==> src/rtl/am_det_pkg.sv <==
package am_det_pkg;
  localparam int SYM_W     = 10;
  localparam int NUM_LANES = 4;
  localparam int LANE_W    = $clog2(NUM_LANES);
  localparam int MARK_LEN  = 12;
  localparam int MATCH_LEN = 5;
  localparam int HIST_LEN  = MATCH_LEN - 1;
  // accepted symbols after S5 at which S12 arrives, minus one
  localparam int END_OFS   = MARK_LEN - MATCH_LEN - 1;

  localparam logic [SYM_W-1:0] SYM_HEAD0 = 10'b0101100101;
  localparam logic [SYM_W-1:0] SYM_HEAD1 = 10'b0100100110;
  localparam logic [SYM_W-1:0] SYM_TAIL  = 10'b1010110110;

  typedef enum logic [1:0] {
    ST_HUNT   = 2'd0,
    ST_VERIFY = 2'd1,
    ST_LOCKED = 2'd2
  } det_state_e;

  function automatic logic [SYM_W-1:0] lane_tag_sym(input int unsigned k);
    case (k)
      0:       return 10'b0100011011;
      1:       return 10'b0100001000;
      2:       return 10'b0100011000;
      default: return 10'b0100010110;
    endcase
  endfunction

  function automatic logic [SYM_W-1:0] lane_sub_sym(input int unsigned k);
    case (k)
      0:       return 10'b0110100110;
      1:       return 10'b0010100110;
      default: return 10'b1010100110;
    endcase
  endfunction
endpackage

==> src/rtl/am_sym_hist.sv <==
module am_sym_hist
  import am_det_pkg::*;
#(
  parameter int DEPTH = HIST_LEN
) (
  input  logic                        clk_i,
  input  logic                        rst_ni,
  input  logic                        valid_i,
  input  logic [SYM_W-1:0]            sym_i,
  output logic [DEPTH-1:0][SYM_W-1:0] hist_o
);
  logic [DEPTH-1:0][SYM_W-1:0] hist_q;

  // hist_q[0] is the newest accepted symbol
  for (genvar i = 0; i < DEPTH; i++) begin : g_stage
    always_ff @(posedge clk_i or negedge rst_ni) begin
      if (!rst_ni) begin
        hist_q[i] <= '0;
      end else if (valid_i) begin
        if (i == 0) hist_q[i] <= sym_i;
        else        hist_q[i] <= hist_q[(i == 0) ? 0 : i-1];
      end
    end
  end

  assign hist_o = hist_q;
endmodule

==> src/rtl/am_field_match.sv <==
module am_field_match
  import am_det_pkg::*;
(
  input  logic                           valid_i,
  input  logic [HIST_LEN-1:0][SYM_W-1:0] hist_i,
  input  logic [SYM_W-1:0]               sym_i,
  output logic [NUM_LANES-1:0]           hit_o,
  output logic                           lane_hit_o,
  output logic [LANE_W-1:0]              lane_o,
  output logic                           id_err_o
);
  // window: hist_i[3]=S1, [2]=S2, [1]=S3, [0]=S4, sym_i=S5
  logic common;
  assign common = valid_i
                & (hist_i[3] == SYM_HEAD0)
                & (hist_i[2] == SYM_HEAD1)
                & (sym_i     == SYM_TAIL);

  for (genvar k = 0; k < NUM_LANES; k++) begin : g_lane
    localparam logic [SYM_W-1:0] TAG = lane_tag_sym(k);
    localparam logic [SYM_W-1:0] SUB = lane_sub_sym(k);
    assign hit_o[k] = common & (hist_i[1] == TAG) & (hist_i[0] == SUB);
  end

  always_comb begin
    lane_o = '0;
    for (int k = 0; k < NUM_LANES; k++) begin
      if (hit_o[k]) lane_o = LANE_W'(k);
    end
  end

  assign lane_hit_o = |hit_o;
  assign id_err_o   = common & ~lane_hit_o;
endmodule

==> src/rtl/am_lock_fsm.sv <==
module am_lock_fsm
  import am_det_pkg::*;
#(
  parameter int AM_SPACING  = 16384,
  parameter int LOCK_FIELDS = 2,
  parameter int MISS_LIMIT  = 3
) (
  input  logic              clk_i,
  input  logic              rst_ni,
  input  logic              valid_i,
  input  logic              lane_hit_i,
  input  logic [LANE_W-1:0] lane_i,
  input  logic              id_err_i,
  output logic              lock_o,
  output logic [LANE_W-1:0] lane_id_o,
  output logic              am_end_o,
  output logic              id_err_o
);
  localparam int POS_W  = $clog2(AM_SPACING);
  localparam int CONF_W = $clog2(LOCK_FIELDS + 1);
  localparam int MISS_W = $clog2(MISS_LIMIT + 1);

  det_state_e        st_q;
  logic [POS_W-1:0]  pos_q;
  logic [CONF_W-1:0] conf_q;
  logic [MISS_W-1:0] miss_q;
  logic [LANE_W-1:0] id_q;
  logic              anchor_q;
  logic              end_q;
  logic              err_q;
  logic              at_slot;
  logic              same_id;

  assign at_slot = (pos_q == POS_W'(AM_SPACING - 1));
  assign same_id = lane_hit_i & (lane_i == id_q);

  always_ff @(posedge clk_i or negedge rst_ni) begin
    if (!rst_ni) begin
      st_q     <= ST_HUNT;
      pos_q    <= '0;
      conf_q   <= '0;
      miss_q   <= '0;
      id_q     <= '0;
      anchor_q <= 1'b0;
      end_q    <= 1'b0;
      err_q    <= 1'b0;
    end else begin
      end_q <= 1'b0;
      err_q <= 1'b0;
      if (valid_i) begin
        err_q <= id_err_i;
        unique case (st_q)
          ST_HUNT: begin
            if (lane_hit_i) begin
              st_q   <= ST_VERIFY;
              id_q   <= lane_i;
              pos_q  <= '0;
              conf_q <= CONF_W'(1);
            end
          end
          ST_VERIFY: begin
            if (at_slot) begin
              pos_q <= '0;
              if (same_id) begin
                conf_q <= conf_q + CONF_W'(1);
                if (conf_q == CONF_W'(LOCK_FIELDS - 1)) begin
                  st_q     <= ST_LOCKED;
                  anchor_q <= 1'b1;
                  miss_q   <= '0;
                end
              end else begin
                st_q <= ST_HUNT;
              end
            end else begin
              pos_q <= pos_q + POS_W'(1);
            end
          end
          ST_LOCKED: begin
            if (at_slot) begin
              pos_q <= '0;
              if (same_id) begin
                miss_q   <= '0;
                anchor_q <= 1'b1;
              end else begin
                anchor_q <= 1'b0;
                if (miss_q == MISS_W'(MISS_LIMIT - 1)) begin
                  st_q   <= ST_HUNT;
                  miss_q <= '0;
                end else begin
                  miss_q <= miss_q + MISS_W'(1);
                end
              end
            end else begin
              pos_q <= pos_q + POS_W'(1);
              if (anchor_q && pos_q == POS_W'(END_OFS)) end_q <= 1'b1;
            end
          end
          default: st_q <= ST_HUNT;
        endcase
      end
    end
  end

  assign lock_o    = (st_q == ST_LOCKED);
  assign lane_id_o = id_q;
  assign am_end_o  = end_q;
  assign id_err_o  = err_q;
endmodule

==> src/rtl/am_lane_detect.sv <==
module am_lane_detect
  import am_det_pkg::*;
#(
  parameter int AM_SPACING  = 16384,
  parameter int LOCK_FIELDS = 2,
  parameter int MISS_LIMIT  = 3
) (
  input  logic              clk_i,
  input  logic              rst_ni,
  input  logic              sym_valid_i,
  input  logic [SYM_W-1:0]  sym_i,
  output logic              lock_o,
  output logic [LANE_W-1:0] lane_id_o,
  output logic              am_end_o,
  output logic              id_err_o
);
  logic [HIST_LEN-1:0][SYM_W-1:0] hist;
  logic [NUM_LANES-1:0]           lane_hits;
  logic                           lane_hit;
  logic [LANE_W-1:0]              lane_num;
  logic                           mix_err;

  am_sym_hist #(.DEPTH(HIST_LEN)) u_hist (
    .clk_i   (clk_i),
    .rst_ni  (rst_ni),
    .valid_i (sym_valid_i),
    .sym_i   (sym_i),
    .hist_o  (hist)
  );

  am_field_match u_match (
    .valid_i    (sym_valid_i),
    .hist_i     (hist),
    .sym_i      (sym_i),
    .hit_o      (lane_hits),
    .lane_hit_o (lane_hit),
    .lane_o     (lane_num),
    .id_err_o   (mix_err)
  );

  am_lock_fsm #(
    .AM_SPACING  (AM_SPACING),
    .LOCK_FIELDS (LOCK_FIELDS),
    .MISS_LIMIT  (MISS_LIMIT)
  ) u_fsm (
    .clk_i      (clk_i),
    .rst_ni     (rst_ni),
    .valid_i    (sym_valid_i),
    .lane_hit_i (lane_hit),
    .lane_i     (lane_num),
    .id_err_i   (mix_err),
    .lock_o     (lock_o),
    .lane_id_o  (lane_id_o),
    .am_end_o   (am_end_o),
    .id_err_o   (id_err_o)
  );
endmodule

==> config.mk <==
export PLATFORM = sky130hd
export DESIGN_NAME = am_lane_detect
export DESIGN_NICKNAME = d
export VERILOG_FILES = /design/src/rtl/am_det_pkg.sv /design/src/rtl/am_sym_hist.sv /design/src/rtl/am_field_match.sv /design/src/rtl/am_lock_fsm.sv /design/src/rtl/am_lane_detect.sv
export SDC_FILE = /design/constraint.sdc
export NUM_CORES = 1
export LEC_CHECK = 0
export ABC_AREA = 1
export BUFFER_PORTS_ARGS = -buffer_cell sky130_fd_sc_hd__buf_4
export CAP_MARGIN = 20
export CORE_ASPECT_RATIO = 0.6
export CORE_MARGIN = 4
export CORE_UTILIZATION = 55
export DETAILED_ROUTE_END_ITERATION = 10
export PLACE_DENSITY = 0.76
export SYNTH_ARGS = -nofsm -noshare
export SYNTH_HDL_FRONTEND = slang
export SYNTH_SLANG_ARGS = --single-unit
==> constraint.sdc <==
create_clock -name clk_i -period 1.6 [get_ports clk_i]
set_clock_uncertainty 0.05 [all_clocks]
set_input_delay 0.32 -clock clk_i [delete_from_list [all_inputs] [get_ports clk_i]]
set_output_delay 0.32 -clock clk_i [all_outputs]
set_load 0.02 [all_outputs]
==> Word level (Yosys, flattened, before mapping) <==
Index checks and enable logic that the tools add are counted.
{ "classes": {"n_reduce_logical": 12, "eq_ne": 25, "order_cmp": 0, "n_addsub": 3, "shifts": 0, "mul": 0, "n_div": 0, "muxes": 35, "bitwise_logic": 14} }
{ "ops": {"columns": ["operator", "count"], "rows": [
  ["$eq A10 B9 Y1 const B", 7],
  ["$mux W2", 17],
  ["$mux W14", 2],
  ["$pmux W14 S2", 1],
  ["$eq A10 B10 Y1 const B", 2],
  ["$add A14 B1 Y14 const B", 1],
  ["$eq A14 B14 Y1 const B", 1],
  ["$eq A14 B3 Y1 const B", 1],
  ["$and A1 B1 Y1", 13],
  ["$ne A2 B1 Y1 const B", 6],
  ["$mux W1", 11],
  ["$eq A10 B8 Y1 const B", 1],
  ["$pmux W2 S2", 2],
  ["$reduce_and A7 Y1", 1],
  ["$pmux W2 S3", 1],
  ["$reduce_and A3 Y1", 2],
  ["$reduce_and A6 Y1", 1],
  ["$reduce_bool A2 Y1", 3],
  ["$reduce_and A5 Y1", 1],
  ["$add A2 B1 Y2 const B", 2],
  ["$eq A2 B1 Y1 const B", 2],
  ["$eq A2 B2 Y1 const B", 2],
  ["$reduce_or A4 Y1", 1],
  ["$ne A3 B3 Y1 const B", 1],
  ["7 further kinds", 7]
]} }
{ "totals": {"mem_bits_ro": 0, "inputBits": 13, "latch_bits": 0, "n_memories": 0, "output_inout_bits": 5, "regBits": 65, "ram_bits": 0, "wordCells": 101} }

==> Depth between registers and ports, before layout <==
{ "logic_depth": {"word_depth": 14, "mapped_depth": 16, "depth_no_buf": 16} }

==> By module <==
A second synthesis with hierarchy kept.
{ "hier_totals": {"hier_cells": 497, "hier_area_um2": 3661.0} }
{ "by_module_without_submodules": {"columns": ["mod", "seq_area_each_um2", "instances", "cells_per_inst", "area_each_um2"], "rows": [
  ["am_sym_hist", 1001.0, 1, 170, 1619.1],
  ["am_lock_fsm", 625.6, 1, 226, 1610.3],
  ["am_field_match", 0.0, 1, 101, 431.7]
]} }

==> Least setup slack after synthesis <==
OpenSTA, ideal clock, no wires.
{ "synth_path": {"kind": "register -> register", "startpoint": "register u_fsm.pos_q[1]", "endpoint": "register u_fsm.pos_q[4]", "synth_period_minus_slack_ns": 1.741, "n_path_buf": 0, "t_required_ns": 1.427, "arrival_ns": 1.568, "setup_time_ns": 0.123, "path_slack_ns": -0.141, "stages_incl_launch_ff": 11, "path_cell_list": "dfrtp_1 ha_1 nand2_1 nor2_2 nand3_1 nor3_1 inv_1 o21ai_1 inv_1 nor2_1 nor2_1"} }
{ "synth_via": {"elab_chain_cells": 3, "elab_cells_between_ends": 4, "classes_between": "1 x add/sub; 1 x eq/ne; 2 x mux"} }
{ "synth_lines": {"columns": ["item", "line", "source"], "rows": [
  ["start, declared", "am_lock_fsm.sv:24", "logic [POS_W-1:0] pos_q;"],
  ["start signal, assigned", "am_lock_fsm.sv:75", "pos_q <= pos_q + POS_W'(1);"],
  ["start signal, assigned", "am_lock_fsm.sv:94", "pos_q <= pos_q + POS_W'(1);"],
  ["$add A14 B1 Y14 or $eq A14 B14 Y1 (tied branches)", "am_lock_fsm.sv:75, am_lock_fsm.sv:94, am_lock_fsm.sv:34", null],
  ["$mux W14 (*)", "am_lock_fsm.sv:62, am_lock_fsm.sv:79", null],
  ["$pmux W14 S2 (*)", "am_lock_fsm.sv:52", "unique case (st_q)"]
]} }
Every way passes the cells marked *; elsewhere a longest branch is shown, timed or not.
A chain may end at the register's enable or synchronous reset.

==> Final worst setup path <==
{ "layout_path": {"startpoint": "register u_hist.hist_q (netlist bit u_hist.hist_o[12])", "endpoint": "register u_fsm.pos_q[9]"} }
{ "layout_via": {"elab_chain_cells": 6, "elab_cells_between_ends": 15, "classes_between": "5 x eq/ne; 8 x bitwise; 2 x reduce/logical"} }
{ "layout_lines": {"columns": ["item", "line", "source"], "rows": [
  ["start, declared", "am_sym_hist.sv:12", "logic [DEPTH-1:0][SYM_W-1:0] hist_q;"],
  ["start signal, assigned by index", "am_sym_hist.sv:20", "if (i == 0) hist_q[i] <= sym_i;"],
  ["start signal, assigned by index", "am_sym_hist.sv:21", "else hist_q[i] <= hist_q[(i == 0) ? 0 : i-1];"],
  ["$eq A10 B9 Y1", "am_field_match.sv:22", "assign hit_o[k] = common & (hist_i[1] == TAG) & (hist_i[0] == SUB);"],
  ["$and A1 B1 Y1 (2 in series)", "am_field_match.sv:22", null],
  ["$reduce_or A4 Y1 (*)", "am_field_match.sv:32", "assign lane_hit_o = |hit_o;"],
  ["$ne A2 B1 Y1 (no line) (*)", null, null],
  ["$reduce_and A3 Y1 (no line) (*)", null, null]
]} }
Marked as above.

==> metrics <==
Die X-Extent=111 um; TritonCTS clock tree=done; failing checks=negative setup slack; CP Cell Sequence=inv_2 > nand2_1 > nor3_1 > nand3_2 > nand2_1 > nand2_4 > nand3_4 > nand2_8 > buf_6 > o21ai_2 > nand2_1 > nor2_1; fin crit share=124.7%; DR WL/cell=15.53 um; crit end category=register; Critical-path top delay cell=dfrtp_1; Via density=5.365; setup_tns=-6061 ps; R2R depth=12; Starting DRT DRC Count=483; Flop pwr share=46.3%; WHS Endpoint=u_hist.hist_o[6]; GRT Total Usage=26.05%; Hold Crit Depth=3; clk_lat worst skew=360 ps; switching share of power=28.07%; cts bufs inserted=9; R2R setup slack=-390 ps; Rel. slew slack=65.71%; clock group share of total power=35.8%; clk slew on worst S/H paths=80 ps; Static Leak=2.541 nW; CP Class=register to register; RSZ-0062 raised after global routing=yes; largest net degree at the start of global routing=59; Synth Net Count=503; CTS sink count=65; VDD IR max=550.1 uV; PortBufs=17; CP dominant cell by count=nand2_1; Power Internal=2.914 mW; Mapped Cells=484; Synth async-reset ratio=100.0%; Post-Syn Area=0.003501 sq mm; yosys warns=0; first-pass GRT wire length=16110 um; TritonRoute pass-1 iters=5; P&R area growth vs syn=44.32%; max-slew violation count=0; root buffer cell=clkbuf_8; status=finished, violations left; Top FF cell, synth=dfrtp_1; post-layout min period=1994 ps; max-cap viol count=0; fin worst setup slack=-394.4 ps; die height=69.80 um; fin nets=632; FP Rows=22; DP Area=0.004463 sq mm; core area=0.006138 sq mm; Crit path max-delay family=simple AND/OR/NAND/NOR gates; Fmax achieved=501.4 MHz; initial antenna violation count=0; number of synthesized flops with an enable pin=0; ANT nets after route=0; Syn Area/Cell=7.233 sq um; Final setup viols=24; Netlist cell types=28; power density of the placed cells=801.9 mW/mm^2; DRC viols=0; critical hold path startpoint=sym_i[6]; reg2reg end=u_fsm.pos_q[9]; Hold WS=133.4 ps; pre-CTS setup slack=-354.9 ps; initial core utilization=57.03%; share of the synthesized area in the top cell type=46.46%; most area-consuming cells after synthesis=dfrtp_1 46%, nand2_1 16%, inv_1 6.4%; H-tree levels=3; RR Startpoint=u_hist.hist_o[12]; ANT cells=0; Synth area leader=dfrtp_1; Finished Core Util=82.31%; switching power=1.137 mW; via count=3761; Ports=18; routability cong.=0.9240; fill count=365; Comb pwr share=17.9%; DIE AREA=0.007748 sq mm; sequential area share after synthesis=46.46%; GRT overflow=0; share of layout cells above drive strength 1=37.44%; #FFs+latches synth=65; Final Hold Vio Count=0; Startpoint Class=register; DP Wirelength=6774 um; final non-filler cell area=0.005052 sq mm; Max stage delay on crit path=420 ps; WP buf/inv=2; Critical Path AT=2220 ps; vias in the first global route=3389; Worst Tran Pin Value=514.3 ps; WP data required=1830 ps; WL final=10890 um; worst-path fanout max=8; clock buffer depth=2; worst hold path type=primary input to register
[Yosys cell counts (all sizes together), types with 6 or more instances]
cell type  number
a21oi          11
clkbuf          7
dfrtp          65
ha              6
inv            70
nand2         153
nand3          31
nand4          10
nor2           59
nor3            7
o21ai          45
[layout by cell type (no fill, tap or decap), types with 6 or more instances in the layout]
cell type	n
inv_1	51
clkbuf_8	11
nand3_2	9
nor2_1	41
dfrtp_1	65
nand4_1	10
nand2_1	129
nand2_4	6
a21oi_2	6
o21ai_0	35
nand2_2	17
nor2_2	13
inv_2	17
buf_4	121
nand3_1	21
[flip-flops by register name (all words and copies together), names as in the netlist]
| register | flops |
|---|---|
| u_fsm.pos_q | 14 |
| u_hist.hist_o | 40 |
| u_fsm.id_err_o | 1 |
| u_fsm.am_end_o | 1 |
| u_fsm.miss_q | 2 |
| u_fsm.st_q | 2 |
| u_fsm.anchor_q | 1 |
| u_fsm.lane_id_o | 2 |
| u_fsm.conf_q | 2 |
[kinds of logic (layout without fill, tap and decap cells)]
kind of cell | count (synthesis) | after routing | synth area share [%]
and+or+nand+nor | 266 | 266 | 31.74
xor gates and xnor gates | 6 | 6 | 1.501
adders and majority gates | 6 | 6 | 2.144
AOI/OAI and AO/OA | 60 | 60 | 9.006
DFF | 65 | 65 | 46.46
buffers and inverters | 81 | 214 | 9.149
[metrics by stage]
step	cells	total power [mW]
6_report	701	4.051
2_1_floorplan	484	2.141
5_1_grt	701	4.219
4_1_cts	693	3.978
3_3_place_gp	672	2.507
3_5_place_dp	672	2.536
[power groups by stage]
stage / clock network, mW / logic [mW] / registers [mW]
6_report: 1.45 / 0.723 / 1.88
2_1_floorplan: 0 / 0.248 / 1.89
3_5_place_dp: 0 / 0.642 / 1.89
5_1_grt: 1.53 / 0.798 / 1.89
4_1_cts: 1.45 / 0.663 / 1.87
3_3_place_gp: 0 / 0.619 / 1.89
[worst register-to-register path: cells and delay by family (launching register included)]
family	cells	cell delay, ps
and+or+nand+nor	9	1050
DFF	1	420
buffers and inverters	2	260
AOI/OAI and AO/OA	1	120
[layout make-up]
cell class	count	area [sq um]	area share (%)
Tap cell	84	105.1	2.080
Clock buffer	12	155.1	3.071
Inverter	71	276.5	5.473
Timing Repair Buffer	128	994.7	19.69
Clock inverter	3	40.04	0.7925
Multi-Input combinational cell	338	1854	36.70
Sequential cell	65	1627	32.19
[worst max-delay path by stage]
stage,startpoint,slack (ps),depth (start not counted),to
6_report,u_hist.hist_o[12],-390,12,u_fsm.pos_q[9]
5_1_grt,u_hist.hist_o[9],-530,12,u_fsm.pos_q[9]
4_1_cts,u_hist.hist_o[4],-270,14,u_fsm.pos_q[9]
3_5_place_dp,sym_i[3],-350,14,u_fsm.pos_q[6]
3_3_place_gp,sym_i[3],-290,13,u_fsm.pos_q[1]
2_1_floorplan,u_fsm.pos_q[1],-60,10,u_fsm.pos_q[5]
[layer usage]
| metal | vias to the layer above | wire length (um) | share of wire (%) | GRT usage (%) |
|---|---|---|---|---|
| met5 | - | 0 | 0 | 0 |
| met4 | 0 | 309 | 2.8 | 6.011 |
| met3 | 46 | 965 | 8.9 | 7.062 |
| met2 | 184 | 4704 | 43 | 37.50 |
| met1 | 1752 | 4909 | 45 | 39.03 |
| li1 | 1779 | - | - | - |
[timing repair]
item                       CTS  global route
cloned                       0             0
hold buffers                 1             0
setup endpoints to repair   25            25
pin swaps                   14            18
buffers inserted             6             8
hold endpoints to repair    27             0
resized for setup           27            59
Power figures use the tool's default switching activity.
